<file path="config.mk">
export PLATFORM = sky130hd
export DESIGN_NAME = redundant_mac_group
export DESIGN_NICKNAME = d
export VERILOG_FILES = /design/src/rtl/redmac_pkg.sv /design/src/rtl/redmac_steer.sv /design/src/rtl/redmac_pe.sv /design/src/rtl/redmac_vote.sv /design/src/rtl/redundant_mac_group.sv
export SDC_FILE = /design/constraint.sdc
export NUM_CORES = 1
export LEC_CHECK = 0
export ABC_AREA = 1
export BUFFER_PORTS_ARGS = -buffer_cell sky130_fd_sc_hd__buf_2
export CAP_MARGIN = 20
export CORE_ASPECT_RATIO = 1.2
export CORE_MARGIN = 2
export CORE_UTILIZATION = 55
export CTS_CLUSTER_SIZE = 10
export DETAILED_ROUTE_END_ITERATION = 8
export PLACE_DENSITY = 0.74
export REMOVE_ABC_BUFFERS = 1
export SYNTH_ARGS = -nofsm -noshare
export SYNTH_HDL_FRONTEND = slang
export SYNTH_HIERARCHICAL = 1
export SYNTH_SLANG_ARGS = --single-unit
</file>
<file path="constraint.sdc">
create_clock -name clk -period 6 [get_ports clk]
set_input_delay 1.5 -clock clk [delete_from_list [all_inputs] [get_ports clk]]
set_output_delay 1.5 -clock clk [all_outputs]
set_load 0.005 [all_outputs]
</file>
<file path="src/rtl/redmac_pkg.sv">
// Package: shared mode type and raw-code decode for the redundant MAC group.
// Assumes the two-bit mode code; the unused code maps onto triplicated mode.
package redmac_pkg;

    localparam int NLANE = 3;

    typedef enum logic [1:0] {
        MODE_PERF   = 2'b00,
        MODE_DUAL   = 2'b01,
        MODE_TRIPLE = 2'b10
    } red_mode_e;

    // Map a raw request code onto a legal operating mode
    function automatic red_mode_e decode_mode(input logic [1:0] raw);
        case (raw)
            2'b00:   return MODE_PERF;
            2'b01:   return MODE_DUAL;
            default: return MODE_TRIPLE;
        endcase
    endfunction

endpackage

</file>
<file path="src/rtl/redmac_steer.sv">
// Operand steering: picks which operand lane feeds each element in the
// active mode. Purely combinational; assumes mode is stable for the operation.
module redmac_steer
    import redmac_pkg::*;
#(
    parameter int DATA_W = 8
) (
    input  red_mode_e                 mode_i,
    input  logic [NLANE*DATA_W-1:0]   a_i,
    input  logic [NLANE*DATA_W-1:0]   b_i,
    output logic [NLANE*DATA_W-1:0]   a_o,
    output logic [NLANE*DATA_W-1:0]   b_o
);

    for (genvar k = 0; k < NLANE; k++) begin : g_lane
        logic use_lane0;

        // Decide whether element k shares the lane-0 operands
        always_comb begin
            case (mode_i)
                MODE_DUAL:   use_lane0 = (k == 1);
                MODE_TRIPLE: use_lane0 = (k != 0);
                default:     use_lane0 = 1'b0;
            endcase
        end

        // Route the chosen operand pair to element k
        always_comb begin
            if (use_lane0) begin
                a_o[k*DATA_W +: DATA_W] = a_i[0 +: DATA_W];
                b_o[k*DATA_W +: DATA_W] = b_i[0 +: DATA_W];
            end else begin
                a_o[k*DATA_W +: DATA_W] = a_i[k*DATA_W +: DATA_W];
                b_o[k*DATA_W +: DATA_W] = b_i[k*DATA_W +: DATA_W];
            end
        end
    end

endmodule

</file>
<file path="src/rtl/redmac_pe.sv">
// One multiply-accumulate element: unsigned product added into a wrapping
// sum register. Assumes clear and enable are never high together.
module redmac_pe #(
    parameter int DATA_W = 8,
    parameter int ACC_W  = 24
) (
    input  logic              clk,
    input  logic              rst_n,
    input  logic              clr_i,
    input  logic              en_i,
    input  logic [DATA_W-1:0] a_i,
    input  logic [DATA_W-1:0] b_i,
    output logic [ACC_W-1:0]  acc_o
);

    localparam int PROD_W = 2 * DATA_W;

    logic [PROD_W-1:0] prod;
    logic [ACC_W-1:0]  acc_q;

    // Form the full-width product of the two operands
    always_comb prod = PROD_W'(a_i) * PROD_W'(b_i);

    // Hold, clear or accumulate the running sum
    always_ff @(posedge clk) begin
        if (!rst_n || clr_i) begin
            acc_q <= '0;
        end else if (en_i) begin
            acc_q <= acc_q + ACC_W'(prod);
        end
    end

    assign acc_o = acc_q;

endmodule

</file>
<file path="src/rtl/redmac_vote.sv">
// Result combiner: passes sums through, compares a pair, or votes 2-of-3
// bitwise and locates the outvoted element. Purely combinational.
module redmac_vote
    import redmac_pkg::*;
#(
    parameter int ACC_W = 24
) (
    input  red_mode_e                mode_i,
    input  logic [NLANE*ACC_W-1:0]   acc_i,
    output logic [NLANE*ACC_W-1:0]   res_o,
    output logic                     err_o,
    output logic [1:0]               lane_o
);

    logic [ACC_W-1:0] s0, s1, s2, maj;
    logic             eq01, eq02, eq12;

    // Split the packed sums and compare every pair
    always_comb begin
        s0   = acc_i[0*ACC_W +: ACC_W];
        s1   = acc_i[1*ACC_W +: ACC_W];
        s2   = acc_i[2*ACC_W +: ACC_W];
        eq01 = (s0 == s1);
        eq02 = (s0 == s2);
        eq12 = (s1 == s2);
        maj  = (s0 & s1) | (s0 & s2) | (s1 & s2);
    end

    // Select outputs and flags for the active mode
    always_comb begin
        res_o  = acc_i;
        err_o  = 1'b0;
        lane_o = 2'd0;
        case (mode_i)
            MODE_DUAL: begin
                err_o = !eq01;
            end
            MODE_TRIPLE: begin
                res_o = {maj, maj, maj};
                if (eq01 && eq12) begin
                    lane_o = 2'd0;
                end else if (eq12) begin
                    lane_o = 2'd1;
                end else if (eq02) begin
                    lane_o = 2'd2;
                end else if (eq01) begin
                    lane_o = 2'd3;
                end else begin
                    err_o = 1'b1;
                end
            end
            default: begin
                res_o = acc_i;
            end
        endcase
    end

endmodule

</file>
<file path="src/rtl/redundant_mac_group.sv">
// Top of the redundant MAC group: holds the active mode, steers operands,
// runs three elements and registers the combined result two cycles after
// an operation is accepted. Assumes operands are valid only with in_valid_i.
module redundant_mac_group
    import redmac_pkg::*;
#(
    parameter int DATA_W = 8,
    parameter int ACC_W  = 24
) (
    input  logic                     clk,
    input  logic                     rst_n,
    input  logic [1:0]               mode_i,
    input  logic                     in_valid_i,
    input  logic [NLANE*DATA_W-1:0]  a_i,
    input  logic [NLANE*DATA_W-1:0]  b_i,
    output logic                     out_valid_o,
    output logic [NLANE*ACC_W-1:0]   res_o,
    output logic                     cmp_err_o,
    output logic [1:0]               tmr_lane_o
);

    red_mode_e               mode_q;
    red_mode_e               mode_req;
    logic                    mode_take;
    logic                    busy_q;
    logic [NLANE*DATA_W-1:0] a_s, b_s;
    logic [NLANE*ACC_W-1:0]  acc_all;
    logic [NLANE*ACC_W-1:0]  res_c;
    logic                    err_c;
    logic [1:0]              lane_c;

    // Decide whether a requested mode change can be taken this edge
    always_comb begin
        mode_req  = decode_mode(mode_i);
        mode_take = (mode_req != mode_q) && !in_valid_i && !busy_q;
    end

    // Track the active mode and whether an operation sits in the sums
    always_ff @(posedge clk) begin
        if (!rst_n) begin
            mode_q <= MODE_PERF;
            busy_q <= 1'b0;
        end else begin
            busy_q <= in_valid_i;
            if (mode_take) begin
                mode_q <= mode_req;
            end
        end
    end

    redmac_steer #(.DATA_W(DATA_W)) u_steer (
        .mode_i (mode_q),
        .a_i    (a_i),
        .b_i    (b_i),
        .a_o    (a_s),
        .b_o    (b_s)
    );

    for (genvar k = 0; k < NLANE; k++) begin : g_pe
        redmac_pe #(.DATA_W(DATA_W), .ACC_W(ACC_W)) u_pe (
            .clk   (clk),
            .rst_n (rst_n),
            .clr_i (mode_take),
            .en_i  (in_valid_i),
            .a_i   (a_s[k*DATA_W +: DATA_W]),
            .b_i   (b_s[k*DATA_W +: DATA_W]),
            .acc_o (acc_all[k*ACC_W +: ACC_W])
        );
    end

    redmac_vote #(.ACC_W(ACC_W)) u_vote (
        .mode_i (mode_q),
        .acc_i  (acc_all),
        .res_o  (res_c),
        .err_o  (err_c),
        .lane_o (lane_c)
    );

    // Register the combined result and one-cycle flags
    always_ff @(posedge clk) begin
        if (!rst_n) begin
            out_valid_o <= 1'b0;
            res_o       <= '0;
            cmp_err_o   <= 1'b0;
            tmr_lane_o  <= 2'd0;
        end else begin
            out_valid_o <= busy_q;
            cmp_err_o   <= busy_q && err_c;
            tmr_lane_o  <= busy_q ? lane_c : 2'd0;
            if (busy_q) begin
                res_o <= res_c;
            end
        end
    end

endmodule

</file>
# Word level (Yosys, flattened, before mapping)
# Cells that the tools add are included.
[op_classes] reduce_logical=13 bitwise_logic=8 n_shift=0 eq_ne=7 muxes=16 div_mod_pow=0 multipliers=3 n_addsub=3 order_cmp=0
[ops] operator="$add 24x16->24" n=3
[ops] operator="$and 24x24->24" n=3
[ops] operator="$eq 24x24->1" n=3
[ops] operator="$mux 72" n=1
[ops] operator="$mul 8x8->16" n=3
[ops] operator="$or 24x24->24" n=2
[ops] operator="$mux 8" n=4
[ops] operator="$mux 1" n=7
[ops] operator="$reduce_or 5->1" n=1
[ops] operator="$eq 2x1->1 const B" n=2
[ops] operator="$logic_and 1x1->1" n=4
[ops] operator="$logic_not 1->1" n=4
[ops] operator="$mux 2" n=2
[ops] operator="$pmux 2 s2" n=1
[ops] operator="$reduce_or 4->1" n=1
[ops] operator="$not 1->1" n=3
[ops] operator="$eq 2x2->1 const B" n=1
[ops] operator="$logic_not 2->1" n=1
[ops] operator="$ne 2x2->1" n=1
[ops] operator="$pmux 1 s2" n=1
[ops] operator="$reduce_or 2->1" n=1
[ops] operator="$logic_or 1x1->1" n=1
[word_totals] n_memories=0 register_bits=151 wordCells=60 output_inout_bits=76 ram_bits=0 rom_bits=0 latch_bits=0

# Longest topological paths before layout
# Gate-level depths: netlist of run 1.
[logic_depth] depth_word=7 depth_mapped=30 ltp_nobuf=27

# Hierarchy
# Netlist of run 1, hierarchy kept.
[modules_own_cells] mod="redmac_pe at g_pe[1].u_pe ..." area_per_inst_um2=3941.3 n_inst=2 cells_per_inst=585
[modules_own_cells] mod="redmac_pe at g_pe[0].u_pe" area_per_inst_um2=3942.5 n_inst=1 cells_per_inst=585
[modules_own_cells] mod="redundant_mac_group" area_per_inst_um2=2844.0 n_inst=1 cells_per_inst=347
[modules_own_cells] mod="redmac_vote" area_per_inst_um2=2289.7 n_inst=1 cells_per_inst=332
[modules_own_cells] mod="redmac_steer" area_per_inst_um2=581.8 n_inst=1 cells_per_inst=122

# Worst setup path after synthesis of run 1
# No wires, ideal clock.
[synth_timing] path_kind="input port to flip-flop" start="in b_i[12]" end="reg g_pe[1].u_pe.acc_q[14]" setup_time_ns=0.109 cell_stages=22 setup_slack_ns=0.672 arrival_ns=5.219 path_cell_list="nand2_1 nand2_1 clkbuf_1 nand2_1 fa_1 fa_1 inv_1 fa_1 inv_1 fa_1 inv_1 ha_1 a21oi_1 nor2_1 nor2_2 nand2_4 nand2_1 nand2_1 nand2_1 nand3_1 nand2_1 inv_1"
[synth_via] elab_chain_len=3
[synth_lines] element="start, declared" line="redundant_mac_group.sv:15" text="input logic [NLANE*DATA_W-1:0] b_i,"
[synth_lines] element="$mux 8" line="redmac_steer.sv:29" text="if (use_lane0) begin"
[synth_lines] element="named net b_s[12]" line="redundant_mac_group.sv:26" text="logic [NLANE*DATA_W-1:0] a_s, b_s;"
[synth_lines] element="$mul 8x8->16" line="redmac_pe.sv:22" text="always_comb prod = PROD_W'(a_i) * PROD_W'(b_i);"
[synth_lines] element="$add 24x16->24" line="redmac_pe.sv:29" text="acc_q <= acc_q + ACC_W'(prod);"
[synth_lines] element="end signal, assigned" line="redmac_pe.sv:29"
[synth_lines] element="end, declared" line="redmac_pe.sv:19" text="logic [ACC_W-1:0] acc_q;"
# The timed path passes the listed nets, and every way through them passes these cells.
# A chain may end at the register's enable or synchronous reset.

# Worst setup path after layout of run 1
[layout_timing] start="reg mode_q[0]" end="reg g_pe[1].u_pe.acc_q[20]"
[layout_via] elab_chain_len=6 elab_cells_between_ends=12 classes_between="add/sub (1); mul (1); eq/ne (3); mux (3); reduce/logical (4)"
[layout_lines] element="start, declared" line="redundant_mac_group.sv:22" text="red_mode_e mode_q;"
[layout_lines] element="start signal, assigned" line="redundant_mac_group.sv:46" text="mode_q <= mode_req;"
[layout_lines] element="$eq 2x1->1 / $eq 2x2->1 (equally long branches)" line="redmac_steer.sv:20" text="case (mode_i)"
[layout_lines] element="$reduce_or 2->1 (no line) (*)"
[layout_lines] element="$mux 1 (*)" line="redmac_steer.sv:20"
[layout_lines] element="$mux 8 (*)" line="redmac_steer.sv:29"
[layout_lines] element="named net b_s[11]" line="redundant_mac_group.sv:26"
[layout_lines] element="$mul 8x8->16 (*)" line="redmac_pe.sv:22"
[layout_lines] element="$add 24x16->24 (*)" line="redmac_pe.sv:29"
# Mark *: on every way through the listed nets, which the timed path passes. The rest lies on a longest branch.

==> results of run 1 <==
[layout make-up]
type,instances,area share
clock inverters,13,0.005943
clock buffers,19,0.02364
inverters,603,0.1216
flip-flops and latches,151,0.1614
multi-input cells,1680,0.6136
repair buffers,160,0.04701
well taps,401,0.02678
[power groups by stage]
stage | combinational [mW] | clock (mW) | sequential, mW
after floorplan | 4.51 | 0 | 1.26
after detailed placement | 5.90 | 0 | 1.34
after global routing | 6.87 | 1.11 | 1.34
final | 5.97 | 1.05 | 1.32
after global placement | 5.81 | 0 | 1.34
after CTS | 5.95 | 1.07 | 1.32
[routing by layer]
layer / GRT usage / vias to the layer above / wire length [um]
met3: 0.03010 / 97 / 2451
met5: 0 / - / 0
li1: - / 7768 / -
met4: 0.1121 / 0 / 1572
met2: 0.5505 / 441 / 24130
met1: 0.3502 / 7444 / 19400
[worst max-delay path by stage]
stage	end	slack (ps)	cells after the start
6_report	g_pe[1].u_pe/acc_o[20]	400	22
5_1_grt	g_pe[1].u_pe/acc_o[20]	40	22
4_1_cts	g_pe[1].u_pe/acc_o[20]	430	23
3_5_place_dp	g_pe[1].u_pe/acc_o[20]	140	21
3_3_place_gp	g_pe[1].u_pe/acc_o[20]	190	21
2_1_floorplan	g_pe[1].u_pe/acc_o[18]	770	19
[flip-flops by register name (all words and copies together), names as in the netlist]
name,cells
busy_q,1
tmr_lane_o,2
g_pe.u_pe/acc_o,72
cmp_err_o,1
out_valid_o,1
res_o,72
mode_q,2
[cell usage in the layout, fill, tap and decap left out, types with 15 or more instances in the layout]
cell	count
sky130_fd_sc_hd__a21oi_1	99
sky130_fd_sc_hd__buf_2	128
sky130_fd_sc_hd__buf_4	32
sky130_fd_sc_hd__clkbuf_16	17
sky130_fd_sc_hd__dfxtp_1	150
sky130_fd_sc_hd__fa_1	150
sky130_fd_sc_hd__ha_1	197
sky130_fd_sc_hd__inv_1	597
sky130_fd_sc_hd__nand2_1	550
sky130_fd_sc_hd__nand3_1	74
sky130_fd_sc_hd__nor2_1	303
sky130_fd_sc_hd__nor2_2	16
sky130_fd_sc_hd__o21ai_0	180
sky130_fd_sc_hd__o21ai_1	16
sky130_fd_sc_hd__xor2_1	15
[cells by family after synthesis]
logic type	Yosys count	share of synthesized area
AND/OR/NAND/NOR	987	0.2273
buffers and inverters	725	0.1729
adder cells (fa/ha/maj)	348	0.3124
AO/OA/AOI/OAI	324	0.1046
flip-flops	151	0.1723
XOR/XNOR	21	0.01049
[worst max-delay path: stages, from the launching register on]
cell and delay (ps):
sky130_fd_sc_hd__dfxtp_1 450, sky130_fd_sc_hd__inv_1 90, sky130_fd_sc_hd__ha_1 710, sky130_fd_sc_hd__nand2_1 210, sky130_fd_sc_hd__nand2_1 330, sky130_fd_sc_hd__nand2_1 120, sky130_fd_sc_hd__fa_1 570, sky130_fd_sc_hd__inv_1 90
sky130_fd_sc_hd__fa_1 490, sky130_fd_sc_hd__fa_1 490, sky130_fd_sc_hd__inv_1 50, sky130_fd_sc_hd__fa_1 470, sky130_fd_sc_hd__inv_1 40, sky130_fd_sc_hd__ha_1 340, sky130_fd_sc_hd__nand2_1 120, sky130_fd_sc_hd__nor2_1 240
sky130_fd_sc_hd__nand3_1 120, sky130_fd_sc_hd__nand3_1 170, sky130_fd_sc_hd__nand2_1 70, sky130_fd_sc_hd__nand2_1 90, sky130_fd_sc_hd__nand3_1 70, sky130_fd_sc_hd__nand2_1 100, sky130_fd_sc_hd__nor2_1 40
==> results.md, run 1 <==
Run status:
- The run finished with clean final reports.

STA:
- For this run, the top clock speed supported by timing is 178.7 MHz.
- The final hold violation count is 0.
- The setup clock skew after layout is 10.19 ps.
- Setup violations remaining at the end of the flow were counted as 0.
- The final critical-path required period is 5597 ps.
- After layout, the worst setup slack is 403.1 ps.
- The number of max-slew violations in the final report came to 0.
- Hold timing on the final database bottoms out at a slack of 478.0 ps.
- Setup repair after global routing left no endpoint under its margin.
- The share of the clock period used by the worst path after layout is 0.9328.
- At the pin with the least slew margin, the transition time is 1060 ps.
- Measured against its own limit, the worst slew margin works out to 0.2936.
- The final total negative setup slack is 0 ps.

Pwr:
- Power spread over the standard cell area amounts to 445.6 nW/um^2.
- The worst-case IR drop observed on VDD is 0.3963 mV.
- The analysis attributes to cell leakage a power of 11.16 nW.
- Of the total power, registers draw 0.159.
- The switching share of total power is 0.5399.
- The share of total power dissipated in combinational logic is 0.716.
- The share of total power dissipated in the clock network is 0.126.
- The switching component of the power is 4.507 mW.
- The post-route total power is 8.348 mW.
- The cell-internal power is 3.841 mW.

Floorplanning:
- Row generation in the floorplan step produced 71 rows.
- The die width is 167.0 um.
- The floorplan step set the die height to 199.6 um.
- The die area is 33340 um^2.
- The initial utilization of the core area, before any placement, comes to 0.5594.
- The region available for standard cell placement spans 31360 um^2.
- During I/O placement, the number of pins put on the boundary was 129.

Logic synthesis:
- In the synthesized netlist the async set-or-reset flop fraction comes to 0.
- The fraction of post-synthesis cell area in the top cell type by area is 0.1723.
- In the synthesized netlist, the cells that appear most often are sky130_fd_sc_hd__inv_1, sky130_fd_sc_hd__nand2_1, sky130_fd_sc_hd__nor2_1.
- The part of the Yosys area used for sequential elements is 0.1723.
- Each instance of the synthesized netlist takes up on average 6.863 um^2.
- Counting distinct cell types in the post-synthesis netlist gives 36.
- In this run, synthesis inferred 0 flip-flops with an integrated enable.
- For this run, the number of Yosys warnings is 6.
- By area the synthesized netlist is led by sky130_fd_sc_hd__dfxtp_1, sky130_fd_sc_hd__fa_1, sky130_fd_sc_hd__ha_1, sky130_fd_sc_hd__inv_1, sky130_fd_sc_hd__nand2_1.
- The gate count after technology mapping is 2556.
- In this run, synthesis produced a sequential element count of 151.
- Among all flip-flop cells after synthesis, the most frequent one is sky130_fd_sc_hd__dfxtp_1.
- Of all cell types, the one taking the most synthesized area is sky130_fd_sc_hd__dfxtp_1.
- Yosys instantiated no cell more often than sky130_fd_sc_hd__inv_1.
- In this run the cell area of the synthesized design comes to 17540 um^2.

Clock network:
- The later pin in the worst-skew pair is clocked with a latency of 440 ps.
- CTS saw 151 sinks.
- The number of resized instances in the post-cts repair step is 0.
- Buffers inserted to repair hold after CTS numbered 0.
- The master cell of the clock root buffer is sky130_fd_sc_hd__clkbuf_16.
- The number of buffers inserted during clock tree synthesis is 17.
- Once the clock tree was built, the setup fixing pass inserted 0 buffers.
- Clock-pin slew was measured on the worst setup and hold paths at 70 ps.
- The maximum count of clock buffers along a single path is 2.
- TritonCTS built the clock tree.
- The number of H-tree levels is 4.

Job:
- The tool flagged a number of max-cap violations equal to 0.

Finish:
- In the final layout, the multi-input gates occupy 11500 um^2.
- After routing the design area is 18740 um^2.
- The final non-filler cell total is 3027.
- The storage element area is 3024 um^2.
- After the last flow step, the layout net total stands at 3014.
- In the final layout, the share of cells above drive strength 1 is 0.09330.
- The number of antenna diodes in the final layout is 0.
- Measured on the finished design, the core utilization comes to 0.5975.
- After filler insertion, the fill cell instance count of the layout stands at 3065.
- The area growth from synthesis to final layout is 6.819%.

Global routing:
- The total global routing track utilization is 0.2954.
- The global route total overflow is 0.
- The initial antenna violation count was 0.
- The wire length of the first global-routing pass is 78.00 mm.
- Entering global routing, the biggest net connects 99 pins.
- The number of global-route vias before repair is 15910.

Critical path:
- Data arrives at the worst endpoint at 5930 ps.
- The critical path data required time is 6330 ps.
- The worst register-to-register path begins at mode_q[0].
- The largest fanout of any net on the critical path is 14.
- The worst-case register-to-register setup slack is 400 ps.
- The critical path is of the register to register type.
- The type of destination of the critical path is a register.
- The number of cells traversed by the worst register-to-register path is 22.
- STA classifies the critical path startpoint as a register.
- The launching instance or port of the critical path is mode_q[0].
- The worst flop-to-flop path endpoint is g_pe[1].u_pe/acc_o[20].

Detailed routing:
- In the routed layout, each cell is associated on average with a via count of 5.203.
- The routed layout has 15750 vias.
- For this run, the detailed router's first-pass iteration total came to 5.
- The violation count after the first detailed-route iteration is 998.
- The average wire length per cell after detail routing is 15.71 um.
- The number of antenna-violating nets in the routed design is 0.
- The routed design has 47.56 mm of wire.
- The post-route DRC violation count is 0.

Place:
- The HPWL after detailed placement is 38.56 mm.
- The total placed instance area is 18180 um^2.
- The count of port buffers added during placement is 128.
- The number of placed instances, taps included, is 2995.
- Routability-driven placement finished with a final weighted congestion of 0.9606.
- Timing analysis after detailed placement gives a worst setup slack of 140.7 ps.

Min path:
- The class of the tightest hold or removal check is register to register.
- The launch point of the worst hold path is res_o[33].
- The worst hold endpoint is res_o[33].
- Counting instances, the worst hold path has a depth of 2.
(Power assumes the default switching activity.)
==> run 2, diff against run 1 <==
==> constraint.sdc (replaced) <==
create_clock -name clk -period 6 [get_ports clk]
set_input_delay 0.6 -clock clk [delete_from_list [all_inputs] [get_ports clk]]
set_output_delay 0.6 -clock clk [all_outputs]
set_load 0.005 [all_outputs]
==> results.md, run 2 (same netlist as run 1, synthesis figures left out) <==
STA:
- The final setup violation count is 0.
- The share of the clock period used by the worst path after layout is 0.8861.
- The worst setup slack after layout is 683.6 ps.
- After routing, the total negative slack on setup checks comes to 0 ps.
- The slew at the pin closest to its max-slew limit is 1106 ps.
- Setup repair after global routing left no endpoint under its margin.
- For the final database, setup skew stands at 13.29 ps.
- The final hold violation count is 0.
- The number of max-slew violations in the final report came to 0.
- The routed design could run at a clock period as short as 5316 ps.
- The worst-case headroom to the max-slew limit is 0.2624.
- Timing would allow up to 188.1 MHz.

Clock network:
- The number of resized instances in the post-cts repair step is 0.
- The register clock-pin slew on the reported worst setup and hold paths is 70 ps.
- At the later pin of the worst-skew pair, clock insertion delay measures 460 ps.
- The TritonCTS clock tree is built.
- The number of buffers inserted during clock tree synthesis is 17.
- The post-CTS setup buffer count is 0.
- No sink is reached through more buffers than the 2 on the longest clock path.
- The number of clock sinks seen by CTS is 151.
- In this run the clock root is driven by a sky130_fd_sc_hd__clkbuf_16.
- The hold buffer count at CTS is 0.
- The number of H-tree levels is 4.

Floorplanning:
- The area of the core is 31360 um^2.
- The die is 199.6 um tall.
- The starting density of the core is 0.5594.
- Row generation in the floorplan step produced 71 rows.
- The die area is 33340 um^2.
- From left edge to right edge, the die measures 167.0 um.
- The count of boundary I/O pins is 129.

Min path:
- For hold timing, the worst endpoint is res_o[61].
- Along the worst hold path, the cell count comes to 2.
- The class of the tightest hold or removal check is register to register.
- The startpoint identified for the worst hold timing path is res_o[61].

Critical path:
- The worst-case register-to-register setup slack is 680 ps.
- The worst flop-to-flop path endpoint is g_pe[1].u_pe/acc_o[11].
- The worst flop-to-flop path startpoint is mode_q[0].
- The number of cells traversed by the worst register-to-register path is 21.
- Of all nets on the critical path, the largest fanout is 17.
- The worst setup path is launched from a register.
- The type of the setup path with the least slack is register to register.
- The critical path data required time is 6350 ps.
- The type of destination of the critical path is a register.
- For the worst setup path, the data arrival time is 5660 ps.

Finish:
- In the final layout, flip-flops and latches occupy 3024 um^2.
- At the end of the flow, the number of nets in the layout was 2990.
- Compared with the post-synthesis result, the final layout area differs by 6.042%.
- The combined area of the multi-input logic cells is 11500 um^2.
- The ratio of cells with drive above 1 in the final layout is 0.08532.
- 0 antenna diodes ended up in the layout.
- Leaving out fill and tap cells, the most frequent cell in the layout is sky130_fd_sc_hd__inv_1.
- The count of fill cells added during filler insertion is 3024.
- In the layout the commonest cells are sky130_fd_sc_hd__inv_1, sky130_fd_sc_hd__nand2_1, sky130_fd_sc_hd__nor2_1.

Run status:
- The flow ran to the end, and the final reports show no timing, DRC or antenna violations.

Detailed routing:
- The violation count after the first detailed-route iteration is 997.
- The final layout contains routed wiring with a total length of 47.77 mm.
- The topmost layer with routed signal wires is met5.
- In this run the remaining antenna-violating nets after routing total 0.
- The number of detailed-routing iterations run before antenna repair is 6.
- Wire segments on met3 add up to 2.461 mm in the final route.
- Across all layers, the routed design uses 15660 vias.
- The average via count per standard cell is 5.213.
- After detailed routing, the average wire length per cell comes to 15.91 um.
- For this run, design rule violations remaining after detail routing come to 0.
- The met1 wire length is 19.43 mm.
- The amount of wire on met2 after detailed routing is 24.22 mm.

Job:
- The tool flagged a number of max-cap violations equal to 0.

Place:
- The setup slack at placement is 709.9 ps.
- The count of port buffers added during placement is 128.
- The last weighted congestion value of the routability-driven placer is 0.9541.
- The HPWL after detailed placement is 38.70 mm.

Global routing:
- The number of global-route vias before repair is 16060.
- The total global routing track utilization is 0.2979.
- Entering global routing, the biggest net connects 99 pins.
- After global routing the overflow that remains totals 0.
- The initial antenna violation count is 1.
- The first global-routing pass estimated 78.57 mm of wire.

Pwr:
- Power spread over the standard cell area amounts to 454.5 nW/um^2.
- Summed over all cells, the static leakage comes to 11.06 nW.
- Across the VDD grid, the largest voltage drop is 0.6019 mV.
run 2: how the worst max path moves through the flow:
| stage | from | end | slack, ps | depth (start not counted) |
|---|---|---|---|---|
| global route | mode_q[0] | g_pe[1].u_pe/acc_o[14] | 280 | 23 |
| detailed placement | mode_q[0] | g_pe[1].u_pe/acc_o[14] | 710 | 24 |
| CTS | mode_q[0] | g_pe[1].u_pe/acc_o[14] | 700 | 24 |
| global placement | mode_q[0] | g_pe[1].u_pe/acc_o[14] | 760 | 24 |
| finish | mode_q[0] | g_pe[1].u_pe/acc_o[11] | 680 | 21 |
| floorplan | mode_q[0] | g_pe[1].u_pe/acc_o[18] | 1210 | 22 |
run 2: cell type report:
type                            count  share of cell area
Inverter                          603              0.1225
Clock buffer                       18             0.02361
Clock inverter                     14            0.008543
Timing Repair Buffer              136             0.03767
Sequential cell                   151              0.1626
Tap cell                          401             0.02697
Multi-Input combinational cell   1680              0.6181
run 2: critical path, cell delays in order, from the launching register on:
cell and delay, ps:
sky130_fd_sc_hd__dfxtp_1 420, sky130_fd_sc_hd__inv_1 70, sky130_fd_sc_hd__ha_1 670, sky130_fd_sc_hd__inv_6 130, sky130_fd_sc_hd__nand2_1 90, sky130_fd_sc_hd__nand2_1 200, sky130_fd_sc_hd__nand2_1 130, sky130_fd_sc_hd__inv_1 60
sky130_fd_sc_hd__fa_1 600, sky130_fd_sc_hd__fa_1 450, sky130_fd_sc_hd__fa_1 490, sky130_fd_sc_hd__inv_1 50, sky130_fd_sc_hd__fa_1 520, sky130_fd_sc_hd__inv_1 40, sky130_fd_sc_hd__ha_1 340, sky130_fd_sc_hd__a21oi_1 240
sky130_fd_sc_hd__nor2_1 70, sky130_fd_sc_hd__nor2_1 90, sky130_fd_sc_hd__nand2_1 130, sky130_fd_sc_hd__xor2_1 170, sky130_fd_sc_hd__o21ai_0 180, sky130_fd_sc_hd__inv_1 60
run 2: routing by layer:
metal	vias to the layer above	track usage
met4	2	0.1197
li1	7711	-
met3	111	0.04001
met1	7372	0.3497
met2	459	0.5487
met5	-	0
run 2: power by group:
group / switching (mW) / internal [mW]
sequential: 0.188 / 1.13
clock: 0.525 / 0.567
combinational: 3.89 / 2.15
run 2: per-stage QoR:
stage	area (um^2)	hold WS (ps)	utilization	std cells	total power [mW]
2_1_floorplan	16790	476.2	-	2434	5.763
3_3_place_gp	18000	458.0	0.5741	2971	7.203
3_5_place_dp	18000	470.9	0.5741	2971	7.306
4_1_cts	18600	488.5	0.5931	3003	8.448
5_1_grt	18600	524.7	0.5931	3003	9.454
6_report	18600	482.3	0.5931	3003	8.454
